File: src/rtl/mes_pkg.sv
package mes_pkg;

    localparam int STAT_W = 16;
    localparam int NFLAG  = 6;

    // flag bank indices
    localparam int FL_SB  = 0;
    localparam int FL_MB  = 1;
    localparam int FL_THR = 2;
    localparam int FL_LCK = 3;
    localparam int FL_THM = 4;
    localparam int FL_SWE = 5;

    typedef enum logic [1:0] {
        LOG_OPEN    = 2'd0,
        LOG_SB_HELD = 2'd1,
        LOG_MB_HELD = 2'd2
    } log_state_e;

    typedef enum logic [1:0] {
        MSG_NONE = 2'd0,
        MSG_SMI  = 2'd1,
        MSG_SCI  = 2'd2,
        MSG_SERR = 2'd3
    } msg_kind_e;

    // status word bit position of each flag bank entry
    function automatic int flag_pos(input int idx);
        case (idx)
            FL_SB:   return 0;
            FL_MB:   return 1;
            FL_THR:  return 7;
            FL_LCK:  return 9;
            FL_THM:  return 11;
            default: return 12;
        endcase
    endfunction

endpackage

File: src/rtl/mes_flag_bank.sv
module mes_flag_bank #(
    parameter int NF = 6
) (
    input  logic          clk,
    input  logic          rst_n,
    input  logic [NF-1:0] set_i,
    input  logic [NF-1:0] clr_i,
    output logic [NF-1:0] flags_o,
    output logic [NF-1:0] flags_next_o
);

    generate
        for (genvar i = 0; i < NF; i++) begin : g_flag
            // set dominates clear
            assign flags_next_o[i] = set_i[i] | (flags_o[i] & ~clr_i[i]);

            always_ff @(posedge clk or negedge rst_n) begin
                if (!rst_n) flags_o[i] <= 1'b0;
                else        flags_o[i] <= flags_next_o[i];
            end

            assert_set_wins_R10: assert property (@(posedge clk) disable iff (!rst_n)
                set_i[i] |=> flags_o[i]);

            assert_clear_works_R4: assert property (@(posedge clk) disable iff (!rst_n)
                (clr_i[i] && !set_i[i]) |=> !flags_o[i]);
        end
    endgenerate

endmodule

File: src/rtl/mes_err_log.sv
module mes_err_log
    import mes_pkg::*;
#(
    parameter int ADDR_W = 32,
    parameter int CHAN_W = 1,
    parameter int DEV_W  = 2,
    parameter int SYN_W  = 8
) (
    input  logic              clk,
    input  logic              rst_n,
    input  logic              sb_evt_i,
    input  logic              mb_evt_i,
    input  logic [ADDR_W-1:0] addr_i,
    input  logic [CHAN_W-1:0] chan_i,
    input  logic [DEV_W-1:0]  dev_i,
    input  logic [SYN_W-1:0]  syn_i,
    input  logic              sb_next_i,
    input  logic              mb_next_i,
    output logic [ADDR_W-1:0] log_addr_o,
    output logic [CHAN_W-1:0] log_chan_o,
    output logic [DEV_W-1:0]  log_dev_o,
    output logic [SYN_W-1:0]  log_syn_o
);

    log_state_e state_q, state_d;
    logic       cap_mb, cap_sb;

    assign cap_mb = mb_evt_i && (state_q != LOG_MB_HELD);
    assign cap_sb = sb_evt_i && !mb_evt_i && (state_q == LOG_OPEN);

    always_comb begin
        state_d = state_q;
        if (cap_mb) begin
            state_d = LOG_MB_HELD;
        end else if (cap_sb) begin
            state_d = LOG_SB_HELD;
        end else begin
            unique case (state_q)
                LOG_OPEN:    state_d = LOG_OPEN;
                LOG_SB_HELD: if (!sb_next_i) state_d = LOG_OPEN;
                LOG_MB_HELD: if (!mb_next_i) state_d = sb_next_i ? LOG_SB_HELD : LOG_OPEN;
                default:     state_d = LOG_OPEN;
            endcase
        end
    end

    // state register
    always_ff @(posedge clk or negedge rst_n) begin
        if (!rst_n) state_q <= LOG_OPEN;
        else        state_q <= state_d;
    end

    // log outputs
    always_ff @(posedge clk or negedge rst_n) begin
        if (!rst_n) begin
            log_addr_o <= '0;
            log_chan_o <= '0;
            log_dev_o  <= '0;
            log_syn_o  <= '0;
        end else if (cap_mb) begin
            log_addr_o <= addr_i;
            log_chan_o <= chan_i;
            log_dev_o  <= dev_i;
            log_syn_o  <= syn_i;
        end else if (cap_sb) begin
            log_addr_o <= addr_i;
            log_dev_o  <= dev_i;
        end
    end

    assert_mb_capture_R7: assert property (@(posedge clk) disable iff (!rst_n)
        (mb_evt_i && state_q != LOG_MB_HELD) |=>
            (log_addr_o == $past(addr_i) && log_syn_o == $past(syn_i)));

    assert_mb_freeze_R8: assert property (@(posedge clk) disable iff (!rst_n)
        (state_q == LOG_MB_HELD) |=> ($stable(log_addr_o) && $stable(log_syn_o)));

    assert_sb_hold_R6: assert property (@(posedge clk) disable iff (!rst_n)
        (state_q == LOG_SB_HELD && !mb_evt_i) |=> $stable(log_addr_o));

    assert_sb_keeps_syn_R6: assert property (@(posedge clk) disable iff (!rst_n)
        !mb_evt_i |=> $stable(log_syn_o));

endmodule

File: src/rtl/mes_therm_route.sv
module mes_therm_route
    import mes_pkg::*;
(
    input  logic       clk,
    input  logic       rst_n,
    input  logic       trip_i,
    input  logic [2:0] route_en_i,
    input  logic       flag_i,
    output logic       set_o,
    output logic       msg_req_o,
    output logic [1:0] msg_kind_o
);

    logic      route_ok;
    msg_kind_e kind_d;

    always_comb begin
        route_ok = 1'b1;
        kind_d   = MSG_NONE;
        unique case (route_en_i)
            3'b001:  kind_d = MSG_SMI;
            3'b010:  kind_d = MSG_SCI;
            3'b100:  kind_d = MSG_SERR;
            default: route_ok = 1'b0;
        endcase
    end

    assign set_o = trip_i && route_ok && !flag_i;

    always_ff @(posedge clk or negedge rst_n) begin
        if (!rst_n) begin
            msg_req_o  <= 1'b0;
            msg_kind_o <= MSG_NONE;
        end else begin
            msg_req_o  <= set_o;
            msg_kind_o <= set_o ? kind_d : MSG_NONE;
        end
    end

    assert_msg_one_cycle_R11: assert property (@(posedge clk) disable iff (!rst_n)
        msg_req_o |=> !msg_req_o);

    assert_msg_valid_route_R12: assert property (@(posedge clk) disable iff (!rst_n)
        $rose(msg_req_o) |-> $past(trip_i && !flag_i && $onehot(route_en_i)));

endmodule

File: src/rtl/mem_err_status.sv
module mem_err_status
    import mes_pkg::*;
#(
    parameter int ADDR_W = 32,
    parameter int CHAN_W = 1,
    parameter int DEV_W  = 2,
    parameter int SYN_W  = 8
) (
    input  logic              clk,
    input  logic              pwrgood_rst_n,
    input  logic              core_rst_n,
    input  logic              sb_err,
    input  logic              mb_err,
    input  logic [ADDR_W-1:0] err_addr,
    input  logic [CHAN_W-1:0] err_chan,
    input  logic [DEV_W-1:0]  err_dev,
    input  logic [SYN_W-1:0]  err_syn,
    input  logic              thermal_trip,
    input  logic [2:0]        route_en,
    input  logic              throttle_evt,
    input  logic              lock_evt,
    input  logic              sw_evt,
    input  logic              wr_en,
    input  logic [15:0]       wr_data,
    output logic [15:0]       status_rd,
    output logic [ADDR_W-1:0] log_addr,
    output logic [CHAN_W-1:0] log_chan,
    output logic [DEV_W-1:0]  log_dev,
    output logic [SYN_W-1:0]  log_syn,
    output logic              msg_req,
    output logic [1:0]        msg_kind
);

    logic [NFLAG-1:0] set_vec, clr_vec, flags, flags_nx;
    logic             therm_set;
    logic             msg_rst_n;

    assign msg_rst_n = pwrgood_rst_n & core_rst_n;

    assign set_vec[FL_SB]  = sb_err;
    assign set_vec[FL_MB]  = mb_err;
    assign set_vec[FL_THR] = throttle_evt;
    assign set_vec[FL_LCK] = lock_evt;
    assign set_vec[FL_THM] = therm_set;
    assign set_vec[FL_SWE] = sw_evt;

    generate
        for (genvar i = 0; i < NFLAG; i++) begin : g_map
            assign clr_vec[i] = wr_en & wr_data[flag_pos(i)];
        end
    endgenerate

    always_comb begin
        status_rd = '0;
        for (int i = 0; i < NFLAG; i++) status_rd[flag_pos(i)] = flags[i];
    end

    mes_flag_bank #(.NF(NFLAG)) u_flags (
        .clk          (clk),
        .rst_n        (pwrgood_rst_n),
        .set_i        (set_vec),
        .clr_i        (clr_vec),
        .flags_o      (flags),
        .flags_next_o (flags_nx)
    );

    mes_err_log #(
        .ADDR_W (ADDR_W),
        .CHAN_W (CHAN_W),
        .DEV_W  (DEV_W),
        .SYN_W  (SYN_W)
    ) u_log (
        .clk        (clk),
        .rst_n      (pwrgood_rst_n),
        .sb_evt_i   (sb_err),
        .mb_evt_i   (mb_err),
        .addr_i     (err_addr),
        .chan_i     (err_chan),
        .dev_i      (err_dev),
        .syn_i      (err_syn),
        .sb_next_i  (flags_nx[FL_SB]),
        .mb_next_i  (flags_nx[FL_MB]),
        .log_addr_o (log_addr),
        .log_chan_o (log_chan),
        .log_dev_o  (log_dev),
        .log_syn_o  (log_syn)
    );

    mes_therm_route u_therm (
        .clk        (clk),
        .rst_n      (msg_rst_n),
        .trip_i     (thermal_trip),
        .route_en_i (route_en),
        .flag_i     (flags[FL_THM]),
        .set_o      (therm_set),
        .msg_req_o  (msg_req),
        .msg_kind_o (msg_kind)
    );

    assert_sb_sets_R2: assert property (@(posedge clk) disable iff (!pwrgood_rst_n)
        sb_err |=> status_rd[0]);

    assert_msg_has_flag_R11: assert property (@(posedge clk) disable iff (!pwrgood_rst_n)
        msg_req |-> status_rd[11]);

endmodule

File: config.mk
export PLATFORM = sky130hd
export DESIGN_NAME = mem_err_status
export DESIGN_NICKNAME = d
export VERILOG_FILES = /design/src/rtl/mes_pkg.sv /design/src/rtl/mes_flag_bank.sv /design/src/rtl/mes_err_log.sv /design/src/rtl/mes_therm_route.sv /design/src/rtl/mem_err_status.sv
export SDC_FILE = /design/constraint.sdc
export NUM_CORES = 1
export LEC_CHECK = 0
export CORE_ASPECT_RATIO = 2
export CORE_MARGIN = 4
export CORE_UTILIZATION = 38
export DETAILED_ROUTE_END_ITERATION = 12
export PLACE_DENSITY_LB_ADDON = 0.15
export SLEW_MARGIN = 5
export SYNTH_ARGS = -nofsm -noshare
export SYNTH_HDL_FRONTEND = slang
export SYNTH_SLANG_ARGS = --single-unit
File: constraint.sdc
create_clock -name clk -period 1.68 [get_ports clk]
set_input_delay 0.336 -clock clk [delete_from_list [all_inputs] [get_ports clk]]
set_output_delay 0.336 -clock clk [all_outputs]
set_load 0.05 [all_outputs]
==> key figures, run 1 <==
Status
  • Outcome: finished clean

Detailed routing
  • Via density: approximately 4.7
  • Routed length on met3: 365 um
  • Avg WL per Cell: 16.31 um
  • Wire length reported by the detailed router: between 5 and 6 mm
  • DRT met1 WL: between 1.5 and 2 mm
  • Via count: 1549
  • Highest signal layer in the routed design: met4
  • Routed met2 length: approximately 3.2 mm
  • Drt first-iter violations: 51
  • Antenna-violating nets left: 0
  • Number of detailed-routing iterations run before antenna repair: 4
  • Residual DRC count: 0

Worst setup path
  • Worst R2R Path Depth: 4
  • Total stage count of the critical path: 5
  • Critical Path Source: sb_err
  • Flop-to-flop setup slack: 0.21 ns
  • Crit Path Max Fanout: 24
  • CP max-delay cell: sky130_fd_sc_hd__clkdlybuf4s50_1
  • Worst path required time: ~1.9 ns
  • Startpoint-to-endpoint class of the critical path: input port to flop
  • Startpoint Class: input port
  • Count of buffer and inverter cells on the critical path: 2
  • Arrival time of the worst setup path: 1.67 ns
  • Critical path endpoint: u_log.log_addr_o[26]
  • Critical R2R Capture: u_log.log_addr_o[26]
  • Worst stage delay on the critical path: ~0.42 ns
  • RR Startpoint: u_log.state_q[0]
  • Crit-path leading delay family: buffers and inverters
  • Critical path endpoint category: flop
  • Cell Chain, Critical Path: clkdlybuf4s50_1 -> nor2b_1 -> o21ai_4 -> buf_12 -> mux2_2

Clock tree
  • Worst-skew pair later-pin latency: roughly 0.29 ns
  • Buffers from clock root to sink, at most: 2
  • TritonCTS Buffers: 5
  • H-tree lvl count: 2
  • Number of hold buffers added after cts: 0
  • Cells resized by post-CTS repair: 0
  • Clock tree from TritonCTS: done
  • Clock Tree Root: sky130_fd_sc_hd__clkbuf_16
  • Clock sink total: 54
  • Postcts setup bufs: 0
  • CTS clk-pin slew, worst paths: roughly 0.070 ns

Die
  • Floorplan core area: slightly below 6000 um^2
  • Ports: around 130
  • Die area: approximately 7400 um^2
  • Y dimension of the die: 118.0 um
  • Starting density of the core: 39.56%
  • Std-Cell Rows: 39
  • Overall die width: about 63 um

Timing
  • Final hold violations: 0
  • Largest clock skew in the final design: around 0.0042 ns
  • Min Clock Period, post-route: around 1.5 ns
  • Crit share post-route: about nine tenths
  • Transition time of the tightest slew-check pin: between 0.5 and 0.6 ns
  • Setup ws final: around 0.19 ns
  • Fmax: 672.7 MHz
  • Headroom to the max-slew limit: a little under two thirds
  • Unrepaired setup endpoints after global routing: false
  • # setup viols final: 0
  • Final count of pins violating max slew: 0

Yosys
  • Average size of a mapped cell: 15.73 um^2
  • Cell types with the largest area share after synthesis: sky130_fd_sc_hd__dfrtp_1, sky130_fd_sc_hd__mux2_4, sky130_fd_sc_hd__mux2_2
  • Library cell occupying the most area in the post-synthesis netlist: sky130_fd_sc_hd__dfrtp_1
  • Yosys synthesis warning count: 0
  • Number of library cell types mapped by synthesis: 24
  • Top cell type's share of synthesized area: roughly three fifths
  • Synthesized netlist cell count: about 150
  • Sequential cell area fraction in the yosys report: 58.82%
  • Yosys reg bits: 54
  • Cell area after synthesis: approximately 2300 um^2

GRT
  • Global-route congestion overflow total: 0
  • Maximum number of pins on one net before global-route repair: 27
  • Number of global-route vias before repair: roughly 1700
  • Antenna violations before repair: 0
  • Global-route wire length before repair: between 8 and 9 mm
  • Overall global routing resource usage: roughly 15%

Pwr
  • Switching pwr: between 2000 and 2500 uW
  • Maximum ir drop on the vdd rail: 0.001072 V
  • Flop pwr share: about a third
  • Fraction of power spent switching nets: between 30% and 40%
  • Share of power burned in the clock network: 21.8%
  • Total power divided by cell area: roughly 1500 nW/um^2
  • Gate power share: between 40% and 50%
  • P_leak: ~0.0017 uW
  • Total power after layout: 5271 uW
  • Internal: about 3200 uW

Place
  • HPWL reported at the end of detailed placement: 4.229 mm
  • Buffers added on ports: roughly 110
  • Worst slack after detailed placement: -0.1313 ns
  • Final weighted congestion in routability-driven placement: 0.7132

Finish
  • Area grow syn2layout: 52.51%
  • Fraction of layout instances using a drive strength above 1: ~43%
  • Net count reported at finish: between 300 and 400
  • Diode insertion count for antenna repair: 0
  • Commonest non-fill, non-tap cell in the layout: sky130_fd_sc_hd__clkdlybuf4s50_1
  • Utilization after layout: slightly above 60%
  • Most frequent cells in the layout: sky130_fd_sc_hd__clkdlybuf4s50_1, sky130_fd_sc_hd__buf_4, sky130_fd_sc_hd__dfrtp_1

Min path
  • Tightest Hold Check Type: input port to async pin

Flow run
  • Count of maximum capacitance violations: 0
worst register-to-register path, stage by stage, from the launching register on:
cell,delay [ns]
sky130_fd_sc_hd__dfrtp_1,0.41
sky130_fd_sc_hd__or2b_4,0.29
sky130_fd_sc_hd__o21ai_4,0.08
sky130_fd_sc_hd__buf_12,0.23
sky130_fd_sc_hd__mux2_2,0.36
logic make-up after synthesis:
group,count (synthesis),synth area share (%)
buf+inv,19,7.026
other cells,1,0.1632
flops,54,58.82
mux,43,25.98
compound gates,12,4.031
xor+xnor,1,0.3813
simple gates,16,3.596
sequential cells by signal (all words and copies together) (netlist names):
register,cells
u_log.log_addr_o,32
u_therm.msg_req_o,1
u_therm.msg_kind_o,2
u_flags.flags_o,6
u_log.log_chan_o,1
u_log.log_dev_o,2
u_log.state_q,2
u_log.log_syn_o,8
cells in the mapped netlist:
| cell | instances |
|---|---|
| sky130_fd_sc_hd__nor2_1 | 3 |
| sky130_fd_sc_hd__a21oi_1 | 2 |
| sky130_fd_sc_hd__o22ai_1 | 1 |
| sky130_fd_sc_hd__or2b_4 | 1 |
| sky130_fd_sc_hd__or2_2 | 1 |
| sky130_fd_sc_hd__o21ai_0 | 1 |
| sky130_fd_sc_hd__nand2_2 | 1 |
| sky130_fd_sc_hd__o21ai_4 | 1 |
| sky130_fd_sc_hd__and3b_1 | 1 |
| sky130_fd_sc_hd__conb_1 | 1 |
| sky130_fd_sc_hd__a31o_2 | 1 |
| sky130_fd_sc_hd__inv_1 | 5 |
| sky130_fd_sc_hd__a21o_1 | 4 |
| sky130_fd_sc_hd__mux2_4 | 30 |
| sky130_fd_sc_hd__nor2b_1 | 1 |
| sky130_fd_sc_hd__o2111ai_1 | 1 |
| sky130_fd_sc_hd__xor2_1 | 1 |
| sky130_fd_sc_hd__nand2_1 | 7 |
| sky130_fd_sc_hd__mux2_2 | 13 |
| sky130_fd_sc_hd__buf_12 | 3 |
| sky130_fd_sc_hd__dfrtp_1 | 54 |
| sky130_fd_sc_hd__a21boi_0 | 1 |
| sky130_fd_sc_hd__buf_4 | 11 |
| sky130_fd_sc_hd__and2_1 | 1 |
power by group through the flow:
stage | Combinational, uW | Sequential, uW | Clock [uW]
after floorplan | 633 | 2790 | 0
after global placement | 2370 | 1770 | 0
after detailed placement | 2390 | 1780 | 0
after CTS | 2390 | 1760 | 1190
after global routing | 2460 | 1800 | 1240
final | 2360 | 1760 | 1150
metrics by stage:
stage / hold slack [ns] / TNS [ns] / cell area (um^2) / cells
3_3_place_gp: 0.3479 / -2.930 / 3338 / 322
2_1_floorplan: 0.04041 / 0 / 2331 / 155
4_1_cts: 0.03281 / 0 / 3503 / 330
6_report: 0.01840 / 0 / 3503 / 330
3_5_place_dp: 0.3530 / -3.598 / 3338 / 322
5_1_grt: 0.06154 / 0 / 3503 / 330
worst min path at each step:
stage / start / end / slack [ns]
2_1_floorplan: pwrgood_rst_n / u_flags.flags_o[0] / 0.04
3_3_place_gp: pwrgood_rst_n / u_log.log_addr_o[11] / 0.35
3_5_place_dp: pwrgood_rst_n / u_log.log_addr_o[11] / 0.35
4_1_cts: pwrgood_rst_n / u_log.log_addr_o[11] / 0.03
5_1_grt: pwrgood_rst_n / u_log.log_addr_o[11] / 0.06
6_report: pwrgood_rst_n / u_log.log_addr_o[11] / 0.02
layer usage:
metal  GRT usage [%]  vias to the layer above
met1           15.08                      755
met4           7.746                        0
met3           4.107                       11
li1                -                      717
met2           28.39                       66
met5               0                        -
cell type report:
cell class | instances | area [um^2]
tap | 61 | 76.32
inverter | 5 | 18.77
multi-input combinational | 82 | 818.3
fill | 490 | 2303
clock buffer | 5 | 125.1
timing repair buffer | 120 | 1074
clock inverter | 3 | 40.04
sequential | 54 | 1351
Power figures use the tool's default switching activity.
==> run 2: changes to the inputs <==
Settings changed: CORE_UTILIZATION 38 to 40, DONT_BUFFER_PORTS from default to 1, PLACE_DENSITY from default to 0.53, PLACE_DENSITY_LB_ADDON 0.15 to default.
==> run 2 against run 1 <==
Effect of this change:
- maximum frequency up 1.7%
- critical path depth down 1
- cell count down 35%
- largest cell class unchanged
- non-clock buffer count down 113
- largest power group is now registers
- combinational power down 71%
- clock-buffer cell count up 1
- clock skew up 0.0011 ns
- first-iteration DRC count down 39%
- routed wire length down 18%
==> key figures, run 2 (same netlist as run 1, synthesis figures left out) <==
Min path
  • Tightest Hold Check Type: input port to flop

Detailed routing
  • Antenna-violating nets left: 0 (unchanged)
  • Drt first-iter violations: 31 (-39%)
  • Number of detailed-routing iterations run before antenna repair: 4 (unchanged)
  • Avg WL per Cell: 20.37 um (+25%)
  • Via count: 1142 (-26%)
  • Residual DRC count: 0 (unchanged)
  • Via density: 5.287 (+13%)
  • Wire length reported by the detailed router: 4.399 mm (-18%)

Finish
  • Biggest regs: u_log.log_addr_o: 32 flops, u_log.log_syn_o: 8 flops, u_flags.flags_o: 6 flops
  • Most frequent cells in the layout: sky130_fd_sc_hd__dfrtp_1, sky130_fd_sc_hd__mux2_4, sky130_fd_sc_hd__mux2_2
  • Area grow syn2layout: 9.205%
  • Flip-flop count of the largest register after layout: 32 (unchanged)
  • Sequential cell area: 1351 um^2 (unchanged)
  • Fraction of layout instances using a drive strength above 1: 39.10% (-4.0 points)
  • Filler-free cell count of the finished design: 216 (-35%)
  • Net count reported at finish: 227 (-33%)
  • Diode insertion count for antenna repair: 0 (unchanged)
  • Filler cell count in the final layout: 501 (+2.2%)
  • Commonest non-fill, non-tap cell in the layout: sky130_fd_sc_hd__dfrtp_1
  • Register with the most flip-flops: u_log.log_addr_o
  • Footprint of the multi-input gates: 818.3 um^2 (unchanged)

Die
  • Std-Cell Rows: 38 (-2.6%)
  • Floorplan core area: 5515 um^2 (-5.0%)
  • Starting density of the core: 41.65% (+2.1 points)
  • Y dimension of the die: 115.2 um (-2.4%)
  • Overall die width: 61.59 um (-2.2%)
  • Ports: 134 (unchanged)
  • Die area: 7093 um^2 (-4.5%)

Worst setup path
  • Arrival time of the worst setup path: 1.65 ns (-0.02 ns)
  • Critical path endpoint category: flop
  • Startpoint Class: flop
  • Flop-to-flop setup slack: 0.22 ns (about the same)
  • Worst path required time: 1.87 ns (about the same)
  • Startpoint-to-endpoint class of the critical path: flop to flop
  • Crit Path Max Fanout: 19 (-21%)

Pwr
  • P_leak: 0.001208 uW (-29%)
  • Total power divided by cell area: 1818 nW/um^2 (+21%)
  • Maximum ir drop on the vdd rail: 0.001049 V (-2.2%)

Timing
  • Largest clock skew in the final design: 0.005317 ns (+0.001094 ns)
  • # setup viols final: 0 (unchanged)
  • Setup ws final: 0.2179 ns (+0.02453 ns)
  • Post-route setup TNS: 0 ns (unchanged)
  • Unrepaired setup endpoints after global routing: false
  • Headroom to the max-slew limit: 65.92% (+2.3 points)
  • Min Clock Period, post-route: 1.462 ns (-0.02453 ns)
  • Fmax: 683.9 MHz (+1.7%)
  • Final hold violations: 0 (unchanged)
  • Crit share post-route: 87.03% (-1.5 points)
  • Transition time of the tightest slew-check pin: 0.5112 ns (-0.03435 ns)
  • Final count of pins violating max slew: 0 (unchanged)

Clock tree
  • CTS clk-pin slew, worst paths: 0.08 ns (about the same)
  • Worst-skew pair later-pin latency: 0.31 ns (+0.02 ns)
  • Cells resized by post-CTS repair: 0 (unchanged)
  • Clock Tree Root: sky130_fd_sc_hd__clkbuf_8
  • TritonCTS Buffers: 5 (unchanged)
  • Clock tree from TritonCTS: done
  • Clock sink total: 54 (unchanged)
  • H-tree lvl count: 2 (unchanged)
  • Buffers from clock root to sink, at most: 2 (unchanged)

Place
  • Final weighted congestion in routability-driven placement: 0.6754 (-5.3%)
  • HPWL reported at the end of detailed placement: 3.367 mm (-20%)
  • Dpl cells: 205 (-36%)
  • Worst slack after detailed placement: 0.2260 ns (+0.3573 ns)
  • Buffers added on ports: 0 (-100%)

GRT
  • Number of global-route vias before repair: 1318 (-21%)
  • Maximum number of pins on one net before global-route repair: 53 (+96%)
  • Global-route wire length before repair: 6.375 mm (-26%)
  • Overall global routing resource usage: 12.40% (-2.9 points)
  • Global-route congestion overflow total: 0 (unchanged)
  • Antenna violations before repair: 0 (unchanged)

Flow run
  • Count of maximum capacitance violations: 0 (unchanged)

Status
  • Outcome: finished clean
run 2: final timing paths:
check | start | endpoint | depth (start not counted)
max | u_log.state_q[0] | u_log.log_addr_o[11] | 4
min | lock_evt | u_flags.flags_o[3] | 1
max reg2reg | u_log.state_q[0] | u_log.log_addr_o[11] | 4
min reg2reg | u_flags.flags_o[4] | u_flags.flags_o[4] | 2
max in group asynchronous | pwrgood_rst_n | u_therm.msg_kind_o[0] | 3
min in group asynchronous | core_rst_n | u_therm.msg_kind_o[1] | 2
run 2: per-stage QoR:
| stage | hold WS, ns | area (um^2) | utilization (%) | total power (uW) |
|---|---|---|---|---|
| finish | 0.1214 | 2509 | 45.49 | 4560 |
| global route | 0.09563 | 2509 | 45.49 | 4760 |
| CTS | 0.1039 | 2509 | 45.49 | 4625 |
| detailed placement | 0.04174 | 2318 | 42.04 | 3536 |
| global placement | 0.04167 | 2318 | 42.04 | 3510 |
| floorplan | 0.04041 | 2331 | - | 3424 |
run 2: layout make-up:
| type | count | share of cell area, % |
|---|---|---|
| sequential | 54 | 53.87 |
| multi-input combinational | 82 | 32.62 |
| timing repair buffer | 7 | 4.090 |
| clock buffer | 6 | 3.292 |
| tap | 60 | 2.993 |
| clock inverter | 2 | 2.394 |
| inverter | 5 | 0.7481 |
run 2: critical path, cell delays in order, from the launching register on:
cell and delay (ns):
sky130_fd_sc_hd__dfrtp_1 0.42, sky130_fd_sc_hd__or2b_4 0.29, sky130_fd_sc_hd__o21ai_4 0.10, sky130_fd_sc_hd__buf_12 0.22, sky130_fd_sc_hd__mux2_4 0.32
run 2: per-layer routing:
layer / share of wire (%) / track usage (%)
met3: 10 / 5.056
met5: 0 / 0
met4: 2.0 / 6.091
met1: 29 / 10.82
met2: 59 / 22.74
run 2: report_power, final:
group / internal, uW / leakage [uW] / switching, uW
combinational: 424 / 0.000507 / 267
clock: 635 / 0.0000714 / 397
sequential: 1580 / 0.000630 / 1260
total: 2630 / 0.00121 / 1930
run 2: repair_timing:
action	4_1_cts	5_1_grt
endpoints found under the hold margin	54	0
endpoints found under the setup margin	0	0
hold buffers	3	0
buffers inserted	0	0
==> run 3: changes to the inputs <==
Settings changed: REMOVE_ABC_BUFFERS from default to 1.
==> run 3 against run 2 <==
Effect of this change:
- total power shrank 4.2%
- critical path depth is the same
- die area is the same
- core utilization shrank 0.66 points
- routed wire length shrank 0.73%
- first-iteration DRC count grew 55%
- final area shrank 1.4%
- non-clock buffer count shrank 1
- via count shrank 2.3%
- clock skew grew 0.0021 ns
- critical path type unchanged
- largest power group unchanged
==> key figures, run 3 (same netlist as run 1, synthesis figures left out) <==
Pwr
  • Maximum ir drop on the vdd rail: 0.001050 V (+0.11%)
  • P_leak: 0.001182 uW (-2.1%)
  • Total power divided by cell area: 1767 nW/um^2 (-2.8%)

Worst setup path
  • Startpoint Class: flop
  • Startpoint-to-endpoint class of the critical path: flop to flop
  • Arrival time of the worst setup path: 1.70 ns (+0.05 ns)
  • Critical path endpoint category: flop
  • Crit Path Max Fanout: 22 (+3)
  • Worst path required time: 1.87 ns (about the same)

Finish
  • Flip-flop count of the largest register after layout: 32 (unchanged)
  • Register with the most flip-flops: u_log.log_addr_o
  • Biggest regs: u_log.log_addr_o: 32 flops, u_log.log_syn_o: 8 flops, u_flags.flags_o: 6 flops
  • Diode insertion count for antenna repair: 0 (unchanged)
  • Filler cell count in the final layout: 506 (+1.0%)
  • Commonest non-fill, non-tap cell in the layout: sky130_fd_sc_hd__dfrtp_1
  • Area grow syn2layout: 7.625%
  • Fraction of layout instances using a drive strength above 1: 38.71% (-0.39 points)
  • Net count reported at finish: 226 (-0.44%)
  • Most frequent cells in the layout: sky130_fd_sc_hd__dfrtp_1, sky130_fd_sc_hd__mux2_4, sky130_fd_sc_hd__mux2_2
  • Utilization after layout: 44.83% (-0.66 points)

Clock tree
  • CTS clk-pin slew, worst paths: 0.10 ns (+0.02 ns)
  • Buffers from clock root to sink, at most: 2 (unchanged)
  • Cells resized by post-CTS repair: 0 (unchanged)
  • Worst-skew pair later-pin latency: 0.30 ns (about the same)
  • Clock Tree Root: sky130_fd_sc_hd__clkbuf_8
  • Clock tree from TritonCTS: done
  • TritonCTS Buffers: 5 (unchanged)
  • Clock sink total: 54 (unchanged)
  • H-tree lvl count: 2 (unchanged)

Timing
  • Setup ws final: 0.1753 ns (-0.04263 ns)
  • Min Clock Period, post-route: 1.505 ns (+0.04263 ns)
  • Crit share post-route: 89.57% (+2.5 points)
  • Largest clock skew in the final design: 0.007402 ns (+0.002085 ns)
  • # setup viols final: 0 (unchanged)
  • Headroom to the max-slew limit: 65.87% (about the same)
  • Transition time of the tightest slew-check pin: 0.5119 ns (+0.0007155 ns)
  • Final count of pins violating max slew: 0 (unchanged)
  • Unrepaired setup endpoints after global routing: false
  • Fmax: 664.6 MHz (-2.8%)
  • Final hold violations: 0 (unchanged)

Detailed routing
  • Number of detailed-routing iterations run before antenna repair: 4 (unchanged)
  • Avg WL per Cell: 20.31 um (-0.27%)
  • Antenna-violating nets left: 0 (unchanged)
  • Drt first-iter violations: 48 (+55%)
  • Via density: 5.191 (-1.8%)
  • Wire length reported by the detailed router: 4.367 mm (-0.73%)
  • Residual DRC count: 0 (unchanged)
  • Via count: 1116 (-2.3%)

Die
  • Starting density of the core: 41.65% (unchanged)
  • Floorplan core area: 5515 um^2 (unchanged)
  • Die area: 7093 um^2 (unchanged)
  • Overall die width: 61.59 um (unchanged)
  • Std-Cell Rows: 38 (unchanged)
  • Ports: 134 (unchanged)
  • Y dimension of the die: 115.2 um (unchanged)

Min path
  • Tightest Hold Check Type: input port to flop

GRT
  • Overall global routing resource usage: 12.43% (+0.022 points)
  • Maximum number of pins on one net before global-route repair: 53 (unchanged)
  • Global-route congestion overflow total: 0 (unchanged)
  • Antenna violations before repair: 0 (unchanged)
  • Global-route wire length before repair: 6.492 mm (+1.8%)
  • Number of global-route vias before repair: 1265 (-4.0%)

Place
  • Worst slack after detailed placement: 0.1899 ns (-0.03606 ns)
  • Buffers added on ports: 0 (unchanged)
  • HPWL reported at the end of detailed placement: 3.342 mm (-0.75%)
  • Final weighted congestion in routability-driven placement: 0.6642 (-1.7%)

Flow run
  • Count of maximum capacitance violations: 0 (unchanged)

Status
  • Outcome: finished clean
## run 3: cell types whose count changed in the layout (fill, tap and decap cells not counted)
cell	delta
sky130_fd_sc_hd__clkbuf_8	-1
sky130_fd_sc_hd__bufinv_16	-1
sky130_fd_sc_hd__clkinvlp_4	+2
sky130_fd_sc_hd__buf_4	-1
## run 3: worst paths after layout
kind	startpoint	endpoint	slack, ns	depth (start not counted)
setup / recovery	u_log.state_q[0]	u_log.log_addr_o[26]	0.18	4
max in group asynchronous	pwrgood_rst_n	u_therm.msg_req_o	0.72	3
hold reg to reg	u_log.state_q[1]	u_log.state_q[1]	0.56	1
hold / removal	lock_evt	u_flags.flags_o[3]	0.13	1
setup reg to reg	u_log.state_q[0]	u_log.log_addr_o[26]	0.18	4
min in group asynchronous	core_rst_n	u_therm.msg_kind_o[1]	0.38	2
## run 3: cell type report
class	count	area, um^2	area share (%)
clock inverters	3	45.04	1.822
inverters	5	18.77	0.7591
flip-flops and latches	54	1351	54.66
multi-input cells	82	818.3	33.10
repair buffers	6	95.09	3.846
clock buffers	5	68.82	2.783
well taps	60	75.07	3.036
## run 3: what timing repair did
action,in CTS,in global routing
endpoints found under the setup margin,0,0
buffers inserted,0,0
hold buffers,3,0
endpoints found under the hold margin,54,0
## run 3: power by group
| part | total (uW) | switching, uW | internal (uW) |
|---|---|---|---|
| combinational | 661 | 245 | 417 |
| sequential | 2850 | 1280 | 1580 |
| clock | 854 | 410 | 443 |
| total | 4370 | 1930 | 2440 |
## run 3: critical path, cell delays in order, from the launching register on
cell and delay, ns:
sky130_fd_sc_hd__dfrtp_1 0.42, sky130_fd_sc_hd__or2b_4 0.29, sky130_fd_sc_hd__o21ai_4 0.10, sky130_fd_sc_hd__buf_12 0.23, sky130_fd_sc_hd__mux2_2 0.35
## run 3: per-layer routing
layer  vias to the layer above  wire length, um  GRT usage [%]
met2                        57             2592          22.88
li1                        486                -              -
met4                         0               72          4.958
met5                         -                0              0
met3                         5              362          4.270
met1                       568             1340          11.82
## run 3: per-stage QoR
| step | hold WS (ns) | cell area [um^2] | instances | setup TNS (ns) | power, uW |
|---|---|---|---|---|---|
| floorplan | 0.04041 | 2188 | 141 | -5.188 | 3360 |
| global placement | 0.04170 | 2311 | 204 | 0 | 3498 |
| detailed placement | 0.04202 | 2311 | 204 | 0 | 3523 |
| CTS | 0.1112 | 2472 | 215 | 0 | 4435 |
| global route | 0.1022 | 2472 | 215 | 0 | 4579 |
| finish | 0.1273 | 2472 | 215 | 0 | 4370 |
